### config.mk
export PLATFORM = sky130hd
export DESIGN_NAME = tmr_evt_top
export DESIGN_NICKNAME = d
export VERILOG_FILES = /design/src/rtl/tmr_evt_pkg.sv /design/src/rtl/tmr_evt_decode.sv /design/src/rtl/tmr_evt_chsel.sv /design/src/rtl/tmr_evt_rdmux.sv /design/src/rtl/tmr_evt_top.sv
export SDC_FILE = /design/constraint.sdc
export NUM_CORES = 1
export LEC_CHECK = 0
export ABC_AREA = 1
export BUFFER_PORTS_ARGS = -buffer_cell sky130_fd_sc_hd__buf_2
export CAP_MARGIN = 30
export CORE_UTILIZATION = 45
export CTS_BUF_LIST = sky130_fd_sc_hd__clkbuf_16
export CTS_CLUSTER_SIZE = 20
export DETAILED_ROUTE_END_ITERATION = 12
export PLACE_DENSITY = 0.79
export SKIP_CTS_REPAIR_TIMING = 1
export SLEW_MARGIN = 15
export SYNTH_ARGS = -nofsm -noshare
export SYNTH_HDL_FRONTEND = slang
export SYNTH_SLANG_ARGS = --single-unit
### constraint.sdc
create_clock -name clk -period 1.22 [get_ports clk]
set_clock_uncertainty 0.15 [all_clocks]
set_input_delay 0.244 -clock clk [delete_from_list [all_inputs] [get_ports clk]]
set_output_delay 0.244 -clock clk [all_outputs]
set_load 0.02 [all_outputs]
### src/rtl/tmr_evt_pkg.sv
package tmr_evt_pkg;

    localparam int ADDR_W  = 8;
    localparam int DATA_W  = 32;
    localparam int DMA_LSB = 16;

    localparam logic [ADDR_W-1:0] OFS_CTRL = 8'h00;
    localparam logic [ADDR_W-1:0] OFS_ENA  = 8'h0C;
    localparam logic [ADDR_W-1:0] OFS_FLAG = 8'h10;
    localparam logic [ADDR_W-1:0] OFS_GEN  = 8'h14;
    localparam logic [ADDR_W-1:0] OFS_CV0  = 8'h34;

    typedef struct packed {
        logic wr_ctrl;
        logic wr_ena;
        logic wr_flag;
        logic wr_gen;
        logic rd_ctrl;
        logic rd_ena;
        logic rd_flag;
    } acc_t;

endpackage

### src/rtl/tmr_evt_decode.sv
module tmr_evt_decode
    import tmr_evt_pkg::*;
#(
    parameter int NCH = 4
) (
    input  logic [ADDR_W-1:0] addr,
    input  logic              wr,
    input  logic              rd,
    output acc_t              acc,
    output logic [NCH-1:0]    rd_cv
);

    logic aligned;
    assign aligned = (addr[1:0] == 2'b00);

    always_comb begin
        acc         = '0;
        acc.wr_ctrl = wr && aligned && (addr == OFS_CTRL);
        acc.wr_ena  = wr && aligned && (addr == OFS_ENA);
        acc.wr_flag = wr && aligned && (addr == OFS_FLAG);
        acc.wr_gen  = wr && aligned && (addr == OFS_GEN);
        acc.rd_ctrl = rd && aligned && (addr == OFS_CTRL);
        acc.rd_ena  = rd && aligned && (addr == OFS_ENA);
        acc.rd_flag = rd && aligned && (addr == OFS_FLAG);
    end

    for (genvar k = 0; k < NCH; k++) begin : g_cv
        localparam logic [ADDR_W-1:0] CV_OFS = OFS_CV0 + ADDR_W'(4 * k);
        assign rd_cv[k] = rd && aligned && (addr == CV_OFS);
    end

endmodule

### src/rtl/tmr_evt_chsel.sv
module tmr_evt_chsel #(
    parameter int NCH = 4
) (
    input  logic [NCH-1:0] in_mode,
    input  logic [NCH-1:0] cap,
    input  logic [NCH-1:0] cmp,
    output logic [NCH-1:0] hit
);

    for (genvar k = 0; k < NCH; k++) begin : g_ch
        assign hit[k] = in_mode[k] ? cap[k] : cmp[k];
    end

endmodule

### src/rtl/tmr_evt_rdmux.sv
module tmr_evt_rdmux
    import tmr_evt_pkg::*;
#(
    parameter int NCH = 4,
    parameter int CVW = 16
) (
    input  acc_t                acc,
    input  logic [NCH-1:0]      rd_cv,
    input  logic                poen,
    input  logic [NCH+3:0]      ie,
    input  logic [NCH+3:0]      de,
    input  logic [NCH+3:0]      flag,
    input  logic [NCH*CVW-1:0]  cv,
    output logic [DATA_W-1:0]   rd_val
);

    localparam int NFLAG = NCH + 4;

    always_comb begin
        rd_val = '0;
        if (acc.rd_ctrl) begin
            rd_val[0] = poen;
        end
        if (acc.rd_ena) begin
            rd_val[NFLAG-1:0]        = ie;
            rd_val[DMA_LSB +: NFLAG] = de;
        end
        if (acc.rd_flag) begin
            rd_val[NFLAG-1:0] = flag;
        end
        for (int k = 0; k < NCH; k++) begin
            if (rd_cv[k]) begin
                rd_val[CVW-1:0] = cv[k*CVW +: CVW];
            end
        end
    end

endmodule

### src/rtl/tmr_evt_top.sv
module tmr_evt_top
    import tmr_evt_pkg::*;
#(
    parameter int NCH = 4,
    parameter int CVW = 16
) (
    input  logic                 clk,
    input  logic                 rst_n,
    input  logic [7:0]           bus_addr,
    input  logic                 bus_wr,
    input  logic                 bus_rd,
    input  logic [31:0]          bus_wdata,
    output logic [31:0]          bus_rdata,
    input  logic                 upd_i,
    input  logic [NCH-1:0]       cap_i,
    input  logic [NCH-1:0]       cmp_i,
    input  logic                 com_i,
    input  logic                 trg_i,
    input  logic                 brk_i,
    input  logic [NCH-1:0]       ch_in_mode,
    input  logic [NCH*CVW-1:0]   cv_i,
    output logic [NCH+3:0]       flag_o,
    output logic                 poen_o,
    output logic [NCH+3:0]       gen_o,
    output logic [NCH+3:0]       irq_o,
    output logic [NCH+3:0]       dma_o
);

    localparam int NFLAG   = NCH + 4;
    localparam int BIT_BRK = NCH + 3;
    localparam int CH_LSB  = 1;

    typedef struct packed {
        logic              poen;
        logic [NFLAG-1:0]  ie;
        logic [NFLAG-1:0]  de;
        logic [NFLAG-1:0]  flag;
        logic [NFLAG-1:0]  gen;
        logic [NFLAG-1:0]  irq;
        logic [NFLAG-1:0]  dma;
        logic [DATA_W-1:0] rdata;
    } state_t;

    state_t st_q, st_d;

    acc_t              acc;
    logic [NCH-1:0]    rd_cv;
    logic [NCH-1:0]    ch_hit;
    logic [DATA_W-1:0] rd_val;
    logic              unused_wdata;

    assign unused_wdata = ^bus_wdata;

    tmr_evt_decode #(.NCH(NCH)) u_decode (
        .addr  (bus_addr),
        .wr    (bus_wr),
        .rd    (bus_rd),
        .acc   (acc),
        .rd_cv (rd_cv)
    );

    tmr_evt_chsel #(.NCH(NCH)) u_chsel (
        .in_mode (ch_in_mode),
        .cap     (cap_i),
        .cmp     (cmp_i),
        .hit     (ch_hit)
    );

    tmr_evt_rdmux #(.NCH(NCH), .CVW(CVW)) u_rdmux (
        .acc    (acc),
        .rd_cv  (rd_cv),
        .poen   (st_q.poen),
        .ie     (st_q.ie),
        .de     (st_q.de),
        .flag   (st_q.flag),
        .cv     (cv_i),
        .rd_val (rd_val)
    );

    logic [NFLAG-1:0] set_v;
    logic [NFLAG-1:0] clr_v;
    logic [NFLAG-1:0] rise_v;
    logic [NFLAG-1:0] gen_v;

    always_comb begin
        st_d = st_q;

        gen_v = acc.wr_gen ? bus_wdata[NFLAG-1:0] : '0;
        set_v = {brk_i, trg_i, com_i, ch_hit, upd_i} | gen_v;

        clr_v = '0;
        if (acc.wr_flag) begin
            clr_v = ~bus_wdata[NFLAG-1:0];
        end
        for (int k = 0; k < NCH; k++) begin
            if (rd_cv[k] && ch_in_mode[k]) begin
                clr_v[CH_LSB + k] = 1'b1;
            end
        end

        rise_v    = set_v & ~st_q.flag;
        st_d.flag = (st_q.flag & ~clr_v) | set_v;
        st_d.irq  = rise_v & st_q.ie;
        st_d.dma  = rise_v & st_q.de;
        st_d.gen  = gen_v;

        if (acc.wr_ctrl) begin
            st_d.poen = bus_wdata[0];
        end
        if (set_v[BIT_BRK]) begin
            st_d.poen = 1'b0;
        end

        if (acc.wr_ena) begin
            st_d.ie = bus_wdata[NFLAG-1:0];
            st_d.de = bus_wdata[DMA_LSB +: NFLAG];
        end

        st_d.rdata = rd_val;
    end

    always_ff @(posedge clk or negedge rst_n) begin
        if (!rst_n) begin
            st_q <= '0;
        end else begin
            st_q <= st_d;
        end
    end

    assign flag_o    = st_q.flag;
    assign poen_o    = st_q.poen;
    assign gen_o     = st_q.gen;
    assign irq_o     = st_q.irq;
    assign dma_o     = st_q.dma;
    assign bus_rdata = st_q.rdata;

endmodule

==> results.sh, run 1 <==
export IMPL_period_minus_slack_ps=1395
export IMPL_dieArea_sq_um=8793
export IMPL_leakagePower_uw=0.003177
export IMPL_gp_congestion=0.7732
export IMPL_cts_tree="built"
export IMPL_r2r_cells=8
export IMPL_asyncSetResetFlopFracSynth=1.000
export IMPL_synth_top_area_frac=0.4820
export IMPL_core_area_sq_um=8175
export IMPL_switchingPower_uw=1381
export IMPL_min_from="bus_wdata[16]"
export IMPL_htree_num_levels=3
export IMPL_start_util=0.4636
export IMPL_timing_rr_start="poen_o"
export IMPL_critPathKind="input port to register"
export IMPL_multi_input_area_sq_um=1649
export IMPL_final_common_cell="buf_2"
export IMPL_crit_path_start_kind="input port"
export IMPL_postSynthCellCount=453
export IMPL_drtIter0Drc=235
export IMPL_cts_buffers=9
export IMPL_seqPwrFrac=0.451
export IMPL_cp_arrival_ps=1500
export IMPL_synth_area_top_cells="dfrtp_1, buf_4, nand2_1"
export IMPL_yosysSeqAreaShare=0.4820
export IMPL_p_clk_frac=0.434
export IMPL_max_freq_mhz=716.6
export IMPL_viasPerCell=5.096
export IMPL_postRouteAntennaNets=0
export IMPL_drcViolationCount=0
export IMPL_swShare=0.2504
export IMPL_hold_path_end="st_q[64]"
export IMPL_syn2layout_area_growth_pct=58.90
export IMPL_grt_ovfl_total=0
export IMPL_syn_area_sq_um=3790
export IMPL_final_nets=764
export IMPL_setup_viol=104
export IMPL_r2r_slack_ps=-30
export IMPL_io_buffers=164
export IMPL_hp_class="input port to register"
export IMPL_mostFrequentLayoutCells="buf_2, nand2_1, buf_6, dfrtp_1, buf_4"
export IMPL_ys_seq_elements=73
export IMPL_finalWirelength_um=12180
export IMPL_endpoint_kind="register"
export IMPL_hold_viol=4
export IMPL_grt_usage=0.2258
export IMPL_crit_required_ps=1320
export IMPL_ir_drop_v=0.0007578
export IMPL_power_density_nw_per_um2=915.9
export IMPL_post_route_period_util=1.144
export IMPL_hold_slack_ps=-22.83
export IMPL_cts_buffer_depth=2
export IMPL_whs_path_depth=3
export IMPL_die_w_um=93.77
export IMPL_row_count=33
export IMPL_violations="negative hold slack, negative setup slack"
export IMPL_synth_cell_types=27
export IMPL_worst_path_max_fanout=5
export IMPL_pre_cts_ws_ps=-554.8
export IMPL_antenna_found_initial=0
export IMPL_synth_ff_type="dfrtp_1"
export IMPL_drv_slew=0
export IMPL_setup_tns_final_ps=-4353
export IMPL_stdcell_area_sq_um=6022
export IMPL_register_area_sq_um=1828
export IMPL_dr_total_vias=3822
export IMPL_ios=189
export IMPL_drtPass1Iterations=5
export IMPL_cts_sinks=73
export IMPL_setup_slack_ps=-175.5
export IMPL_r2r_end="bus_rdata[0]"
export IMPL_yosys_warnings=0
export IMPL_num_fill_cells=564
export IMPL_comb_power_share=0.114
export IMPL_rsz0062_at_grt="yes"
export IMPL_syn_avg_cell_area_sq_um=8.366
export IMPL_grt_max_degree=33
export IMPL_clk_latency_ps=320
export IMPL_max_cap_violations=0
export IMPL_post_route_util=0.7366
export IMPL_internal_power_uw=4135
export IMPL_clk_pin_slew_ps=60
export IMPL_antenna_cells=0
export IMPL_synth_edf_count=0
export IMPL_postPlaceCellArea_sq_um=4666
export IMPL_clockRootBuffer="clkbuf_16"
export IMPL_synth_area_leader_cell="dfrtp_1"
export IMPL_wl_per_cell_um=16.24
export IMPL_grt_pass1_vias=3180
export IMPL_status="finished with violations"
export IMPL_die_y_um=93.77
export IMPL_grt_pass1_wl_um=14840
export IMPL_critPathLaunch="bus_addr[6]"
export IMPL_drive_above_1_share=0.5085
export IMPL_dp_hpwl_um=7867
power by group through the flow:
stage / clock network [uW] / logic, uW / registers [uW]
2_1_floorplan: 0 / 186 / 2530
3_3_place_gp: 0 / 482 / 2530
3_5_place_dp: 0 / 494 / 2530
4_1_cts: 2430 / 497 / 2490
5_1_grt: 2540 / 684 / 2490
6_report: 2400 / 630 / 2490
logic make-up after synthesis:
logic type,after synthesis,synth area share
compound gates,45,0.06966
mux,1,0.002971
other cells,1,0.0009895
simple gates,217,0.2628
buf+inv,116,0.1816
flops,73,0.4820
per-layer routing:
| layer | global-route usage | wire (um) | vias up |
|---|---|---|---|
| met5 | 0 | 0 | - |
| li1 | - | - | 1755 |
| met3 | 0.04207 | 876 | 37 |
| met1 | 0.3042 | 4628 | 1825 |
| met2 | 0.3619 | 6386 | 205 |
| met4 | 0.08205 | 289 | 0 |
final cells by class:
class                      instances  share of cell area
timing repair buffer             242              0.3270
sequential                        73              0.3036
multi-input combinational        271              0.2738
clock buffer                       9             0.03740
inverter                          43             0.02888
tap                              105             0.02182
clock inverter                     7            0.007480
state kept, by name, summed over array words and instances (netlist names):
signal and count:
bus_rdata 24, dma_o 8, flag_o 8, gen_o 8, irq_o 8, poen_o 1
st_q 16
Yosys cell counts (all sizes together), types with 5 or more instances:
master	n
nand4	7
or2	7
nor2	56
inv	43
nor3	5
a21oi	6
buf	72
o21ai	27
dfrtp	73
nand2	102
nand3	37
o211ai	5
worst max-delay path by stage:
stage	slack, ps	cells past startpoint	end
2_1_floorplan	-170	8	dma_o[0]
3_3_place_gp	-410	8	dma_o[4]
3_5_place_dp	-550	9	dma_o[4]
4_1_cts	-220	9	dma_o[4]
5_1_grt	-240	9	irq_o[0]
6_report	-180	9	dma_o[0]
critical path, stage by stage:
cell and delay, ps:
buf_8 100, nor2_4 190, nand2_2 80, nand3b_4 180
buf_6 150, nor2_4 120, nor2_2 60, or2_1 250
nor2_1 120
stage by stage:
step,power (uW),instances
after floorplan,2712,460
after global placement,3011,699
after detailed placement,3026,699
after CTS,5410,715
after global routing,5721,750
final,5516,750
Power figures use the tool's default switching activity.
==> inputs of run 2 (changes only) <==
- ABC_AREA: 1 -> unset
- PLACE_DENSITY: 0.79 -> 0.78
==> results.sh, run 2 <==
export IMPL_status="finished with violations"
export IMPL_violations="negative hold slack, negative setup slack"
export IMPL_max_freq_mhz=674.0
export IMPL_wl_per_cell_um=18.46
export IMPL_synth_most_common_cell="dfrtp_1"
export IMPL_yosys_warnings=0
export IMPL_row_count=33
export IMPL_drtPass1Iterations=7
export IMPL_max_cap_violations=0
export IMPL_cp_num_cells=4
export IMPL_ios=189
export IMPL_period_minus_slack_ps=1484
export IMPL_register_area_sq_um=1828
export IMPL_grt_ovfl_total=0
export IMPL_dp_hpwl_um=8477
export IMPL_clockRootBuffer="clkbuf_16"
export IMPL_cts_buffers=9
export IMPL_grt_usage=0.2376
export IMPL_yosysSeqAreaShare=0.4590
export IMPL_dr_total_vias=3795
export IMPL_final_nets=711
export IMPL_largest_reg_flops=24
export IMPL_hold_slack_ps=-8.773
export IMPL_comb_power_share=0.127
export IMPL_synth_area_top_cells="dfrtp_1, buf_4, mux2_2"
export IMPL_gp_congestion=0.8459
export IMPL_switchingPower_uw=1501
export IMPL_drtIter0Drc=161
export IMPL_synth_top_area_frac=0.4590
export IMPL_drv_slew=0
export IMPL_ys_seq_elements=73
export IMPL_swShare=0.2452
export IMPL_post_route_util=0.7459
export IMPL_synth_ff_type="dfrtp_1"
export IMPL_critPathLaunch="bus_addr[0]"
export IMPL_clk_pin_slew_ps=60
export IMPL_power_density_nw_per_um2=979.0
export IMPL_crit_path_start_kind="input port"
export IMPL_timing_rr_start="poen_o"
export IMPL_cts_tree="built"
export IMPL_postRouteAntennaNets=0
export IMPL_post_route_period_util=1.216
export IMPL_synth_fa_ha_area_frac=0
export IMPL_synth_cell_types=44
export IMPL_die_w_um=96.05
export IMPL_ir_drop_v=0.0007352
export IMPL_worst_path_max_fanout=6
export IMPL_drcViolationCount=0
export IMPL_hold_viol=5
export IMPL_antenna_cells=0
export IMPL_synth_top_family_by_area="simple AND/OR/NAND/NOR gates"
export IMPL_htree_num_levels=3
export IMPL_cts_sinks=73
export IMPL_synthSimpleGateAreaFrac=0.1713
export IMPL_slowest_stage="or4_4"
export IMPL_crit_path_end="bus_rdata[2]"
export IMPL_antenna_found_initial=0
export IMPL_cp_top_family="simple AND/OR/NAND/NOR gates"
export IMPL_rsz0062_at_grt="yes"
export IMPL_start_util=0.4748
export IMPL_synth_common_cells="dfrtp_1, buf_4, a21oi_1"
export IMPL_max_stage_delay_ps=620
export IMPL_syn2layout_area_growth_pct=57.09
export IMPL_synth_compound_area_share=0.1380
export IMPL_mostFrequentLayoutCells="buf_2, buf_6, dfrtp_1, buf_4"
export IMPL_viasPerCell=5.445
export IMPL_grt_pass1_vias=3420
export IMPL_hp_class="input port to register"
export IMPL_synth_area_leader_cell="dfrtp_1"
export IMPL_cts_buffer_depth=2
export IMPL_r2r_slack_ps=-180
export IMPL_grt_max_degree=74
export IMPL_io_buffers=164
export IMPL_endpoint_kind="register"
export IMPL_synth_area_mux_share=0.06916
export IMPL_syn_avg_cell_area_sq_um=9.852
export IMPL_worstPathCellList="buf_8 > or4_4 > o41ai_2 > a2bb2oi_1"
export IMPL_synthXorXnorAreaFrac=0
export IMPL_crit_required_ps=1320
export IMPL_p_clk_frac=0.469
export IMPL_drive_above_1_share=0.5574
export IMPL_setup_viol=123
export IMPL_dieArea_sq_um=9225
export IMPL_seqPwrFrac=0.404
export IMPL_synth_edf_count=0
export IMPL_cp_arrival_ps=1580
export IMPL_postSynthCellCount=404
export IMPL_die_y_um=96.05
export IMPL_final_common_cell="buf_2"
export IMPL_asyncSetResetFlopFracSynth=1.000
export IMPL_multi_input_area_sq_um=1862
export IMPL_critPathKind="input port to register"
export IMPL_finalWirelength_um=12870
export IMPL_clk_latency_ps=340
export IMPL_r2r_end="bus_rdata[0]"
export IMPL_internal_power_uw=4620
export IMPL_num_fill_cells=549
export IMPL_r2r_cells=4
export IMPL_path_buf_inv=1
export IMPL_pre_cts_ws_ps=-658.4
export IMPL_syn_area_sq_um=3980
export IMPL_power_uw=6121
export IMPL_grt_pass1_wl_um=16160
export IMPL_core_area_sq_um=8382
export IMPL_leakagePower_uw=0.003082
export IMPL_setup_slack_ps=-263.7
==> run 2: changes by cell type after synthesis, moves of 8 or more <==
cell / previous run / this run
nand2_1: 102 / 13
a21oi_1: 6 / 34
and2_1: 0 / 28
inv_1: 41 / 14
nand3_1: 36 / 10
nor2_1: 44 / 18
mux2_2: 1 / 20
a22oi_1: 0 / 9
clkbuf_1: 1 / 10
nor2_2: 8 / 0
==> run 2: layout make-up <==
cell class	instances	share of cell area
multi-input cells	239	0.2978
flip-flops and latches	73	0.2924
repair buffers	250	0.3294
clock buffers	9	0.03602
clock inverters	7	0.01501
well taps	105	0.02101
inverters	14	0.008405
==> run 2: how the worst min path moves through the flow <==
stage,cells past startpoint,endpoint,slack [ps],start
final,2,st_q[70],-9,bus_wdata[22]
after CTS,2,bus_rdata[23],-220,rst_n
after detailed placement,2,bus_rdata[23],140,rst_n
after global placement,2,bus_rdata[22],130,rst_n
after global routing,3,bus_rdata[8],-0.03,cv_i[56]
after floorplan,0,bus_rdata[0],-200,rst_n
==> run 2: logic make-up (layout without fill, tap and decap cells) <==
group | Yosys count | count (layout)
AO/OA/AOI/OAI | 89 | 89
other | 1 | 8
flip-flops | 73 | 73
multiplexers | 25 | 25
buffers and inverters | 99 | 280
AND/OR/NAND/NOR | 117 | 117
==> run 2: routing by layer <==
metal	GRT usage	up-vias	routed length, um
met4	0.09328	0	353
met2	0.4007	208	6768
li1	-	1714	-
met1	0.2869	1843	4848
met5	0	-	0
met3	0.06477	30	895
==> run 2: power groups by stage <==
stage               Clock, uW  Sequential [uW]  Combinational, uW
global route             2990             2480                828
detailed placement          0             2520                607
floorplan                   0             2510                270
global placement            0             2520                590
finish                   2870             2480                777
CTS                      2900             2470                609
==> run 2: through the flow <==
step | TNS, ps | area (sq um) | instances
final | -8634 | 6252 | 697
after floorplan | -16830 | 4084 | 411
after global placement | -32490 | 4872 | 648
after global routing | -11830 | 6252 | 697
after detailed placement | -34850 | 4872 | 648
after CTS | -12720 | 5191 | 664
==> inputs of run 3 (changes only) <==
- CORE_UTILIZATION: 45 -> 40
- PLACE_DENSITY: 0.78 -> 0.71
- SKIP_LAST_GASP: unset -> 1
==> results.sh, run 3 (synthesis gave the netlist of run 2 again) <==
export IMPL_status="finished with violations"
export IMPL_violations="negative hold slack, negative setup slack"
export IMPL_critPathKind="input port to register"
export IMPL_r2r_slack_ps=-160
export IMPL_clk_latency_ps=340
export IMPL_whs_path_depth=3
export IMPL_swShare=0.2472
export IMPL_rsz0062_at_grt="yes"
export IMPL_gp_congestion=0.8524
export IMPL_p_clk_frac=0.450
export IMPL_grt_pass1_wl_um=16960
export IMPL_r2r_end="bus_rdata[0]"
export IMPL_final_nets=711
export IMPL_core_area_sq_um=9729
export IMPL_hold_path_end="bus_rdata[14]"
export IMPL_max_stage_delay_ps=600
export IMPL_syn2layout_area_growth_pct=55.39
export IMPL_grt_usage=0.2212
export IMPL_r2r_cells=5
export IMPL_grt_max_degree=74
export IMPL_antenna_found_initial=0
export IMPL_setup_viol=112
export IMPL_finalWirelength_um=12670
export IMPL_row_count=36
export IMPL_cts_buffers=9
export IMPL_clk_pin_slew_ps=60
export IMPL_drtIter0Drc=175
export IMPL_final_common_cell="buf_2"
export IMPL_cp_top_family="simple AND/OR/NAND/NOR gates"
export IMPL_cts_tree="built"
export IMPL_worstPathCellList="buf_8 > or4_4 > nor3_4 > buf_6 > nand2_1 > a2bb2oi_2"
export IMPL_power_density_nw_per_um2=947.5
export IMPL_largest_reg_flops=24
export IMPL_dieArea_sq_um=10350
export IMPL_antenna_cells=0
export IMPL_slowest_stage="or4_4"
export IMPL_power_uw=5860
export IMPL_cts_sinks=73
export IMPL_ir_drop_v=0.0006368
export IMPL_drive_above_1_share=0.5287
export IMPL_dp_hpwl_um=8269
export IMPL_use_met2=0.3591
export IMPL_worst_path_max_fanout=7
export IMPL_viasPerCell=5.132
export IMPL_start_util=0.4091
export IMPL_drv_slew=0
export IMPL_drcViolationCount=0
export IMPL_mostFrequentLayoutCells="buf_2, dfrtp_1, buf_6, buf_4, and2_1"
export IMPL_htree_num_levels=3
export IMPL_hold_slack_ps=-32.15
export IMPL_cp_arrival_ps=1560
export IMPL_max_cap_violations=0
export IMPL_clockRootBuffer="clkbuf_16"
export IMPL_period_minus_slack_ps=1441
export IMPL_timing_rr_start="flag_o[0]"
export IMPL_max_freq_mhz=694.2
export IMPL_grt_busiest_layer="met2"
export IMPL_seqPwrFrac=0.423
export IMPL_postRouteAntennaNets=0
export IMPL_setup_tns_final_ps=-7756
export IMPL_setup_slack_ps=-220.6
export IMPL_drtPass1Iterations=5
export IMPL_hp_class="input port to register"
export IMPL_switchingPower_uw=1448
export IMPL_grt_ovfl_total=0
export IMPL_min_from="cv_i[62]"
export IMPL_hold_viol=4
export IMPL_post_route_period_util=1.181
export IMPL_die_y_um=101.8
export IMPL_grt_pass1_vias=3422
export IMPL_crit_required_ps=1340
export IMPL_endpoint_kind="register"
export IMPL_comb_power_share=0.127
export IMPL_internal_power_uw=4411
export IMPL_wl_per_cell_um=17.48
export IMPL_path_buf_inv=2
export IMPL_dr_total_vias=3721
export IMPL_io_buffers=164
export IMPL_die_w_um=101.8
export IMPL_leakagePower_uw=0.003069
export IMPL_ios=189
export IMPL_cts_buffer_depth=2
export IMPL_met3_usage=0.05797
export IMPL_gr_usage_met1=0.2682
export IMPL_crit_path_start_kind="input port"
==> run 3: cell types whose count changed in the layout (fill, tap and decap cells not counted), moves of 3 or more <==
cell,previous run,this run
buf_6,74,70
dlygate4sd3_1,11,16
buf_8,5,2
buf_4,53,56
nor2_2,5,1
o21ai_1,13,10
nor2_1,11,17
o21ai_0,6,9
a41oi_1,0,4
==> run 3: per-stage QoR <==
stage,util,instance area [sq um],hold slack [ps],std cells,setup slack [ps]
2_1_floorplan,-,4084,-201.6,411,-467.6
3_3_place_gp,0.5040,4903,139.8,676,-532.3
3_5_place_dp,0.5040,4903,145.4,676,-638.4
4_1_cts,0.5342,5197,-214.2,692,-263.0
5_1_grt,0.6357,6185,1.061,725,-246.5
6_report,0.6357,6185,-32.15,725,-220.6
==> run 3: how the worst max path moves through the flow <==
stage	start	end	slack (ps)	depth (start not counted)
global placement	bus_addr[3]	bus_rdata[1]	-530	6
CTS	bus_addr[3]	bus_rdata[5]	-260	4
global route	flag_o[0]	bus_rdata[0]	-250	5
finish	bus_addr[0]	bus_rdata[2]	-220	6
detailed placement	bus_addr[3]	bus_rdata[5]	-640	4
floorplan	bus_addr[2]	bus_rdata[5]	-470	7
==> run 3: power by group through the flow <==
| stage | combinational [uW] | sequential [uW] | clock (uW) |
|---|---|---|---|
| 2_1_floorplan | 270 | 2510 | 0 |
| 3_3_place_gp | 593 | 2520 | 0 |
| 3_5_place_dp | 609 | 2520 | 0 |
| 4_1_cts | 611 | 2470 | 2670 |
| 5_1_grt | 803 | 2480 | 2810 |
| 6_report | 745 | 2480 | 2640 |
==> run 3: cell type report <==
class | instances | area [sq um]
timing repair buffer | 250 | 2069
fill | 782 | 3545
sequential | 73 | 1827
clock buffer | 9 | 225.2
multi-input combinational | 239 | 1775
tap | 133 | 166.4
clock inverter | 7 | 68.82
inverter | 14 | 52.55
==> run 3: worst register-to-register path: stages, from the launching register on <==
cell and delay [ps]:
dfrtp_1 360, buf_4 120, nor3b_1 180, a21oi_1 70, o32a_1 170, o211ai_1 230
==> run 3: per-layer routing <==
metal / part of all wire / routed length, um
met1: 0.38 / 4823
met5: 0 / 0
met2: 0.53 / 6667
met4: 0.025 / 321
met3: 0.068 / 860
